`src/rtl/mhf_pkg.sv`:
```
package mhf_pkg;
  localparam int ADDR_W = 48;
  localparam int CRC_W  = 32;
  localparam int HASH_W = 6;
  localparam int FILT_W = 1 << HASH_W;
  localparam logic [CRC_W-1:0] CRC_POLY = 32'h04C1_1DB7;
  localparam logic [CRC_W-1:0] CRC_SEED = '1;
endpackage

```
`src/rtl/mhf_crc_step.sv`:
```
module mhf_crc_step
  import mhf_pkg::*;
(
  input  logic [CRC_W-1:0] crc_i,
  input  logic             bit_i,
  output logic [CRC_W-1:0] crc_o
);
  logic fb;
  assign fb    = bit_i ^ crc_i[CRC_W-1];
  assign crc_o = {crc_i[CRC_W-2:0], 1'b0} ^ (fb ? CRC_POLY : '0);
endmodule

```
`src/rtl/mhf_hash_engine.sv`:
```
module mhf_hash_engine
  import mhf_pkg::*;
#(
  parameter int BITS_PER_CYC = 1
) (
  input  logic              clk,
  input  logic              rst_n,
  input  logic              start,
  input  logic [ADDR_W-1:0] addr,
  output logic              busy,
  output logic              fin,
  output logic              mc,
  output logic [CRC_W-1:0]  crc_nx
);
  localparam int NCYC = ADDR_W / BITS_PER_CYC;
  localparam int CW   = $clog2(NCYC + 1);

  logic [ADDR_W-1:0] sh;
  logic [CW-1:0]     left;
  logic [CRC_W-1:0]  crc;
  logic [CRC_W-1:0]  chain [BITS_PER_CYC+1];

  assign chain[0] = crc;

  generate
    for (genvar k = 0; k < BITS_PER_CYC; k++) begin : g_stage
      mhf_crc_step u_step (
        .crc_i (chain[k]),
        .bit_i (sh[k]),
        .crc_o (chain[k+1])
      );
    end
  endgenerate

  assign crc_nx = chain[BITS_PER_CYC];
  assign busy   = (left != '0);
  assign fin    = (left == CW'(1));

  always_ff @(posedge clk or negedge rst_n) begin
    if (!rst_n) begin
      sh   <= '0;
      left <= '0;
      crc  <= CRC_SEED;
      mc   <= 1'b0;
    end else if (start) begin
      sh   <= addr;
      left <= CW'(NCYC);
      crc  <= CRC_SEED;
      mc   <= addr[0];
    end else if (busy) begin
      sh   <= sh >> BITS_PER_CYC;
      crc  <= crc_nx;
      left <= left - CW'(1);
    end
  end
endmodule

```
`src/rtl/mhf_filter_lookup.sv`:
```
module mhf_filter_lookup
  import mhf_pkg::*;
(
  input  logic [CRC_W-1:0]  crc,
  input  logic              mc,
  input  logic [FILT_W-1:0] filter_map,
  input  logic              promisc_en,
  input  logic              allmc_en,
  output logic [HASH_W-1:0] hash,
  output logic              match,
  output logic [FILT_W-1:0] setmask
);
  generate
    for (genvar i = 0; i < HASH_W; i++) begin : g_rev
      assign hash[HASH_W-1-i] = crc[i];
    end
  endgenerate

  logic hit;
  assign hit     = allmc_en | filter_map[hash];
  assign match   = promisc_en | (mc & hit);
  assign setmask = mc ? (FILT_W'(1) << hash) : '0;
endmodule

```
`src/rtl/mcast_hash_filter.sv`:
```
module mcast_hash_filter
  import mhf_pkg::*;
#(
  parameter int BITS_PER_CYC = 1
) (
  input  logic              clk,
  input  logic              rst_n,
  input  logic              in_valid,
  output logic              in_ready,
  input  logic [47:0]       in_addr,
  input  logic [63:0]       filter_map,
  input  logic              promisc_en,
  input  logic              allmc_en,
  output logic              done,
  output logic              res_mcast,
  output logic [5:0]        res_hash,
  output logic              res_match,
  output logic [63:0]       res_setmask
);
  logic              busy, fin, mc, start;
  logic [CRC_W-1:0]  crc_nx;
  logic [HASH_W-1:0] hash_nx;
  logic              match_nx;
  logic [FILT_W-1:0] mask_nx;

  assign in_ready = !busy;
  assign start    = in_valid && in_ready;

  mhf_hash_engine #(.BITS_PER_CYC(BITS_PER_CYC)) u_engine (
    .clk    (clk),
    .rst_n  (rst_n),
    .start  (start),
    .addr   (in_addr),
    .busy   (busy),
    .fin    (fin),
    .mc     (mc),
    .crc_nx (crc_nx)
  );

  mhf_filter_lookup u_lookup (
    .crc        (crc_nx),
    .mc         (mc),
    .filter_map (filter_map),
    .promisc_en (promisc_en),
    .allmc_en   (allmc_en),
    .hash       (hash_nx),
    .match      (match_nx),
    .setmask    (mask_nx)
  );

  always_ff @(posedge clk or negedge rst_n) begin
    if (!rst_n) begin
      done        <= 1'b0;
      res_mcast   <= 1'b0;
      res_hash    <= '0;
      res_match   <= 1'b0;
      res_setmask <= '0;
    end else begin
      done <= fin;
      if (fin) begin
        res_mcast   <= mc;
        res_hash    <= hash_nx;
        res_match   <= match_nx;
        res_setmask <= mask_nx;
      end
    end
  end
endmodule

```
`config.mk`:
```
export PLATFORM = sky130hd
export DESIGN_NAME = mcast_hash_filter
export DESIGN_NICKNAME = d
export VERILOG_FILES = /design/src/rtl/mhf_pkg.sv /design/src/rtl/mhf_crc_step.sv /design/src/rtl/mhf_hash_engine.sv /design/src/rtl/mhf_filter_lookup.sv /design/src/rtl/mcast_hash_filter.sv
export SDC_FILE = /design/constraint.sdc
export NUM_CORES = 1
export LEC_CHECK = 0
export BUFFER_PORTS_ARGS = -buffer_cell sky130_fd_sc_hd__buf_2
export CAP_MARGIN = 20
export CORE_MARGIN = 5
export CORE_UTILIZATION = 25
export CTS_CLUSTER_DIAMETER = 150
export DETAILED_ROUTE_END_ITERATION = 10
export PLACE_DENSITY_LB_ADDON = 0.3
export SKIP_CTS_REPAIR_TIMING = 1
export SLEW_MARGIN = 20
export SYNTH_ARGS = -nofsm -noshare
export SYNTH_HDL_FRONTEND = slang
export SYNTH_SLANG_ARGS = --single-unit
```
`constraint.sdc`:
```
create_clock -name clk -period 2.3 [get_ports clk]
set_input_delay 0 -clock clk [delete_from_list [all_inputs] [get_ports clk]]
set_output_delay 0 -clock clk [all_outputs]
set_load 0.005 [all_outputs]
```
# Word level (Yosys, flattened, before mapping)
# Index checks and enable logic that the tools add are counted.
# totals
wordCells	32
mem_bits_rw	0
latch_bits	0
inputBits	117
mem_count	0
mem_bits_ro	0
output_inout_bits	74
regBits	160
# classes
reduce_logical	4
add_sub_neg	1
n_mul	0
n_shift	1
n_bitwise	5
eq_ne	1
muxes	10
div_mod_pow	0
order_cmp	1
# op_table
cell	n
two-way mux 48 bit	2
two-way mux 32 bit	2
two-way mux 64 bit	1
left shift 1 x 6 -> 64 bit (first input constant)	1
XOR 32 x 27 -> 32 bit	1
two-way mux 27 bit	1
two-way mux 6 bit	2
< comparator 6 x 7 -> 1 bit (second input constant)	1
binary-select mux 1 bit (select 6 bit)	1
equality test 6 x 1 -> 1 bit (second input constant)	1
nonzero test 6 bit	1
subtractor 6 x 1 -> 6 bit (second input constant)	1
OR 1 bit	2
nonzero test 2 bit	1
AND 1 bit	1
logical AND 1 bit	1
zero test 1 bit	1
two-way mux 1 bit	1
XOR 1 bit	1

# Depth between registers and ports, before layout
# depth
ltp_word	8
mapped_depth	9
depth_no_buf	8

# By module
# A second synthesis with hierarchy kept.
# hier_totals
hier_cells	756
hier_area_um2	8986.1
# modules_own_cells
mod	area_per_inst_um2	cells_each	seq_area_each_um2	instances
mhf_hash_engine	4359.2	418	2217.1	1
mcast_hash_filter	3061.7	155	1826.8	1
mhf_filter_lookup	1056.0	147	0.0	1
mhf_crc_step	509.2	36	0.0	1

# Worst setup path before layout
# No wires, ideal clock.
# synth_path
path_kind	register -> register
startpoint	register u_engine.crc[4]
endpoint	register res_match
path_buffers	2
period_less_slack_ps	2034
setup_time_ps	125
stages_incl_launch_ff	10
required_time_ps	2175
arrival_ps	1908
slack_ps	266
cell_sequence	dfstp_2 -> clkbuf_2 -> buf_2 -> mux2i_1 -> a2bb2oi_1 -> a31oi_1 -> a2111oi_1 -> a211oi_1 -> o22ai_1 -> a21oi_1
# synth_via
elab_chain_len	6
# synth_rtl
item	line_no	rtl
start: declaration	mhf_hash_engine.sv:20	logic [CRC_W-1:0] crc;
start signal: assignment	mhf_hash_engine.sv:52	crc <= crc_nx;
XOR 32 x 27 -> 32 bit	mhf_crc_step.sv:10	assign crc_o = {crc_i[CRC_W-2:0], 1'b0} ^ (fb ? CRC_POLY : '0);
binary-select mux 1 bit (select 6 bit)	mhf_filter_lookup.sv:20	assign hit = allmc_en | filter_map[hash];
two-way mux 1 bit (implied by the code)	mhf_filter_lookup.sv:20	
OR 1 bit	mhf_filter_lookup.sv:20	
AND 1 bit	mhf_filter_lookup.sv:21	assign match = promisc_en | (mc & hit);
OR 1 bit	mhf_filter_lookup.sv:21	
end signal: assignment	mcast_hash_filter.sv:63	res_match <= match_nx;
end: declaration	mcast_hash_filter.sv:17	output logic res_match,
# No other way between the ends. The select of a mux whose other input is x is not followed.
# A chain may end at the register's enable or synchronous reset.

# Worst setup path in the final report
# layout_path
startpoint	register u_engine.crc[31]
endpoint	register res_match
# layout_via
elab_chain_len	8
# layout_rtl
item	line_no	rtl
XOR 1 bit	mhf_crc_step.sv:9	assign fb = bit_i ^ crc_i[CRC_W-1];
two-way mux 27 bit	mhf_crc_step.sv:10	
XOR 32 x 27 -> 32 bit	mhf_crc_step.sv:10	
binary-select mux 1 bit (select 6 bit)	mhf_filter_lookup.sv:20	
two-way mux 1 bit (implied by the code)	mhf_filter_lookup.sv:20	
OR 1 bit	mhf_filter_lookup.sv:20	
AND 1 bit	mhf_filter_lookup.sv:21	
OR 1 bit	mhf_filter_lookup.sv:21	
# No other way between the ends. The select of a mux whose other input is x is not followed.

==> PnR_summary.wiki <==
{| class="wikitable"
! Metric !! Value
|-
| Clock insertion delay at the later pin of the skew report || 430 ps
|-
| Max-capacitance violation count || 0
|-
| Combinational group share of total power || 41.5%
|-
| CTS Buf Count || 17
|-
| Estimated wirelength of the detail-placed design || 17.2 mm
|-
| Width of the chip || 186 µm
|-
| Maximum number of pins on one net before global-route repair || 113
|-
| Area of the core region || 30,700 µm²
|-
| Share of the synthesized area in the top cell type || 41.1%
|-
| Mean post-synth cell area || 10.0 µm²
|-
| Kind of critical path || flip-flop to flip-flop
|-
| Most frequent standard cell in the layout excluding fill and tap cells || sky130_fd_sc_hd__buf_2
|-
| Routability congestion estimate || 0.829
|-
| Register area share after synthesis || 51.9%
|-
| Leakage component of the power || 5.04 nW
|-
| Start point of the worst min-delay path || filter_map[42]
|-
| Switching power share of the total || 39.2%
|-
| Tmin final || 2190 ps
|-
| Combined area of all synthesized cells || 7790 µm²
|-
| Period utilization || 95.2%
|-
| DR DRC count || 0
|-
| R2r worst-path depth || 7
|-
| Element type at the critical path start || flip-flop
|-
| Proportion of register bits with asynchronous set or reset after synthesis || 100%
|-
| Growth of design area from synthesis to finish || 34.9%
|-
| Vias per inst || 4.74
|-
| Setup repair after global routing missed its margin || yes
|-
| Die extent in y || 186 µm
|-
| EDFF count, synth || 0
|-
| Top-level I/O count || 191
|-
| Total congestion overflow || 0
|-
| Minimum setup slack in the final design || 110 ps
|-
| Wire length of the first global-routing pass || 37.9 mm
|-
| Filler Cells Inserted || 3,155
|-
| Run status || finished, final reports clean
|-
| Fraction of final layout cells with drive strength greater than 1 || 31.4%
|-
| Fin. Hold Viols || 0
|-
| Setup slack, reg-to-reg || 110 ps
|-
| Synthesized netlist cell count || 775
|-
| CTS tree || built
|-
| Clock skew after layout || 14.3 ps
|-
| Area after DPL || 9360 µm²
|-
| Max_slew headroom || 52.8%
|-
| Worst R2R End || res_match
|-
| Final Cell Area || 10,500 µm²
|-
| Areal power density over the cells || 1180 nW/µm²
|-
| Highest attainable clock frequency || 0.457 GHz
|-
| Buffer depth of the longest clock path || 2
|-
| Reg clk slew, reported paths || 70 ps
|-
| Global Route Usage Sum || 13.4%
|-
| Number of max-slew violations in the final report || 0
|-
| Post-synth net total || 894
|-
| Setup violators final || 0
|-
| Distinct cells, synth || 59
|-
| Number of sinks handled by clock tree synthesis || 160
|-
| Crit path capture type || flip-flop
|-
| Switching power || 0.00486 W
|-
| Largest cells by area after synthesis || sky130_fd_sc_hd__dfrtp_1 (41%), sky130_fd_sc_hd__dfstp_2 (11%), sky130_fd_sc_hd__mux2i_1 (8.5%), sky130_fd_sc_hd__o21ai_0 (7.8%), sky130_fd_sc_hd__nand2_1 (7.7%)
|-
| Number of nets with antenna violations after routing || 0
|-
| Primary FF master, synth || sky130_fd_sc_hd__dfrtp_1
|-
| Fraction of power consumed by sequential logic || 35.2%
|-
| Endpoint of the worst setup timing path || res_match
|-
| Cell accounting for the most synthesized area || sky130_fd_sc_hd__dfrtp_1
|-
| Crit Reg-Reg Startpoint || u_engine.crc[31]
|-
| Floorplan die area || 34,800 µm²
|-
| Starting DRC count in detailed routing || 394
|-
| Required time of the worst setup path || 2610 ps
|-
| Iteration count of the initial detailed-routing pass || 5
|-
| Initial core utilization || 25.4%
|-
| Row Count || 64
|-
| Fraction of power consumed by the clock network || 23.3%
|-
| Antenna violations before repair || 2
|-
| Most used cells in the layout excluding fill and tap cells || sky130_fd_sc_hd__buf_2 (188), sky130_fd_sc_hd__nand2_1 (158), sky130_fd_sc_hd__dfrtp_1 (128)
|-
| Internal power component || 0.00754 W
|-
| Count of nets after finishing || 1,136
|-
| CP Max Fanout || 13
|-
| Worst Setup Slack post-DPL || 11.0 ps
|-
| Maximum resistive drop on vdd || 0.568 mV
|-
| Hold crit path type || primary input to flip-flop
|-
| Number of warnings reported in the yosys synthesis log || 0
|-
| Count of H-tree levels built during CTS || 4
|-
| Post-synthesis register bit count || 160
|-
| Inserted Diodes || 0
|-
| Tightest Pin Transition || 705 ps
|-
| Final design utilization || 34.2%
|-
| Data arrival time of the critical path || 2500 ps
|-
| Via count || 6,751
|-
| Total detailed-routing wirelength || 24.0 mm
|-
| Vias in the first global route || 6,544
|-
| Cell at the root of the clock tree || sky130_fd_sc_hd__clkbuf_16
|-
| Per-cell routed wire length || 16.9 µm
|-
| IO buf count || 190
|-
| Critical path origin || u_engine.crc[31]
|}
-- power groups by stage --
| stage | Sequential, W | Clock, W | Combinational (W) |
|---|---|---|---|
| final | 0.00436 | 0.00289 | 0.00515 |
| after global placement | 0.00438 | 0 | 0.00490 |
| after CTS | 0.00435 | 0.00300 | 0.00497 |
| after detailed placement | 0.00439 | 0 | 0.00495 |
| after global routing | 0.00447 | 0.00312 | 0.00566 |
| after floorplan | 0.00409 | 0 | 0.00352 |
-- kinds of logic (layout without fill, tap and decap cells) --
| family | Yosys count | count (layout) | share of synthesized area, % |
|---|---|---|---|
| AND/OR/NAND/NOR | 237 | 237 | 13.2 |
| AO/OA/AOI/OAI | 217 | 217 | 17.2 |
| flip-flops | 160 | 160 | 51.9 |
| multiplexers | 75 | 75 | 10.7 |
| buffers and inverters | 66 | 320 | 3.84 |
| XOR/XNOR | 18 | 18 | 2.84 |
| adder cells (fa/ha/maj) | 2 | 2 | 0.321 |
-- worst min-delay path by stage --
stage / end / slack, ps / cells past startpoint
floorplan: done / -300 / 0
global placement: res_setmask[59] / -10 / 1
detailed placement: res_setmask[59] / -20 / 1
CTS: res_mcast / -500 / 1
global route: res_match / 100 / 4
finish: res_match / 20 / 5
-- flip-flops by register name (all words and copies together), names as in the netlist --
| name | cells |
|---|---|
| done | 1 |
| u_engine.sh | 48 |
| res_hash | 6 |
| res_setmask | 64 |
| res_match | 1 |
| u_engine.mc | 1 |
| res_mcast | 1 |
| u_engine.left | 6 |
| u_engine.crc | 32 |
-- area by class of cell --
| class | count | area (µm²) | share of cell area, % |
|---|---|---|---|
| Multi-Input combinational cell | 549 | 3490 | 33.2 |
| Clock inverter | 14 | 165 | 1.57 |
| Tap cell | 396 | 495 | 4.72 |
| Clock buffer | 17 | 425 | 4.05 |
| Timing Repair Buffer | 280 | 1850 | 17.6 |
| Sequential cell | 160 | 4050 | 38.5 |
| Inverter | 9 | 33.8 | 0.322 |
-- synthesized netlist by cell type (5+ instances only) --
library cell,instances
sky130_fd_sc_hd__mux4_2,5
sky130_fd_sc_hd__o21ai_0,122
sky130_fd_sc_hd__buf_2,10
sky130_fd_sc_hd__xnor2_1,13
sky130_fd_sc_hd__a21oi_1,22
sky130_fd_sc_hd__nor2_1,21
sky130_fd_sc_hd__dfrtp_1,128
sky130_fd_sc_hd__nor2b_1,6
sky130_fd_sc_hd__a211oi_1,6
sky130_fd_sc_hd__a22o_1,32
sky130_fd_sc_hd__nand3_1,15
sky130_fd_sc_hd__clkbuf_1,36
sky130_fd_sc_hd__inv_1,7
sky130_fd_sc_hd__dfstp_2,32
sky130_fd_sc_hd__mux2i_1,66
sky130_fd_sc_hd__nand2_1,160
sky130_fd_sc_hd__a31oi_1,5
sky130_fd_sc_hd__nor3_1,15
-- worst max-delay path, stage by stage (launching register included) --
cell and delay, ps:
sky130_fd_sc_hd__dfstp_2 640, sky130_fd_sc_hd__xor2_4 330, sky130_fd_sc_hd__buf_12 190, sky130_fd_sc_hd__mux4_2 310
sky130_fd_sc_hd__o31ai_2 210, sky130_fd_sc_hd__o21ai_0 110, sky130_fd_sc_hd__o22ai_1 180, sky130_fd_sc_hd__a21oi_1 90
-- per-stage QoR --
stage	setup TNS, ps	total power (W)	cells	hold slack (ps)
3_3_place_gp	0	0.00929	1341	-12.4
5_1_grt	-19.5	0.0133	1425	95.9
4_1_cts	-1.84	0.0123	1372	-501
6_report	0	0.0124	1425	21.2
3_5_place_dp	0	0.00934	1341	-17.2
2_1_floorplan	0	0.00761	775	-296
-- per-layer routing --
metal  part of all wire [%]  track usage, %
met5                  0.087               0
met4                    1.6            3.87
met3                    7.2            4.62
met2                     45            19.9
met1                     46            18.6
(Power assumes the default switching activity.)
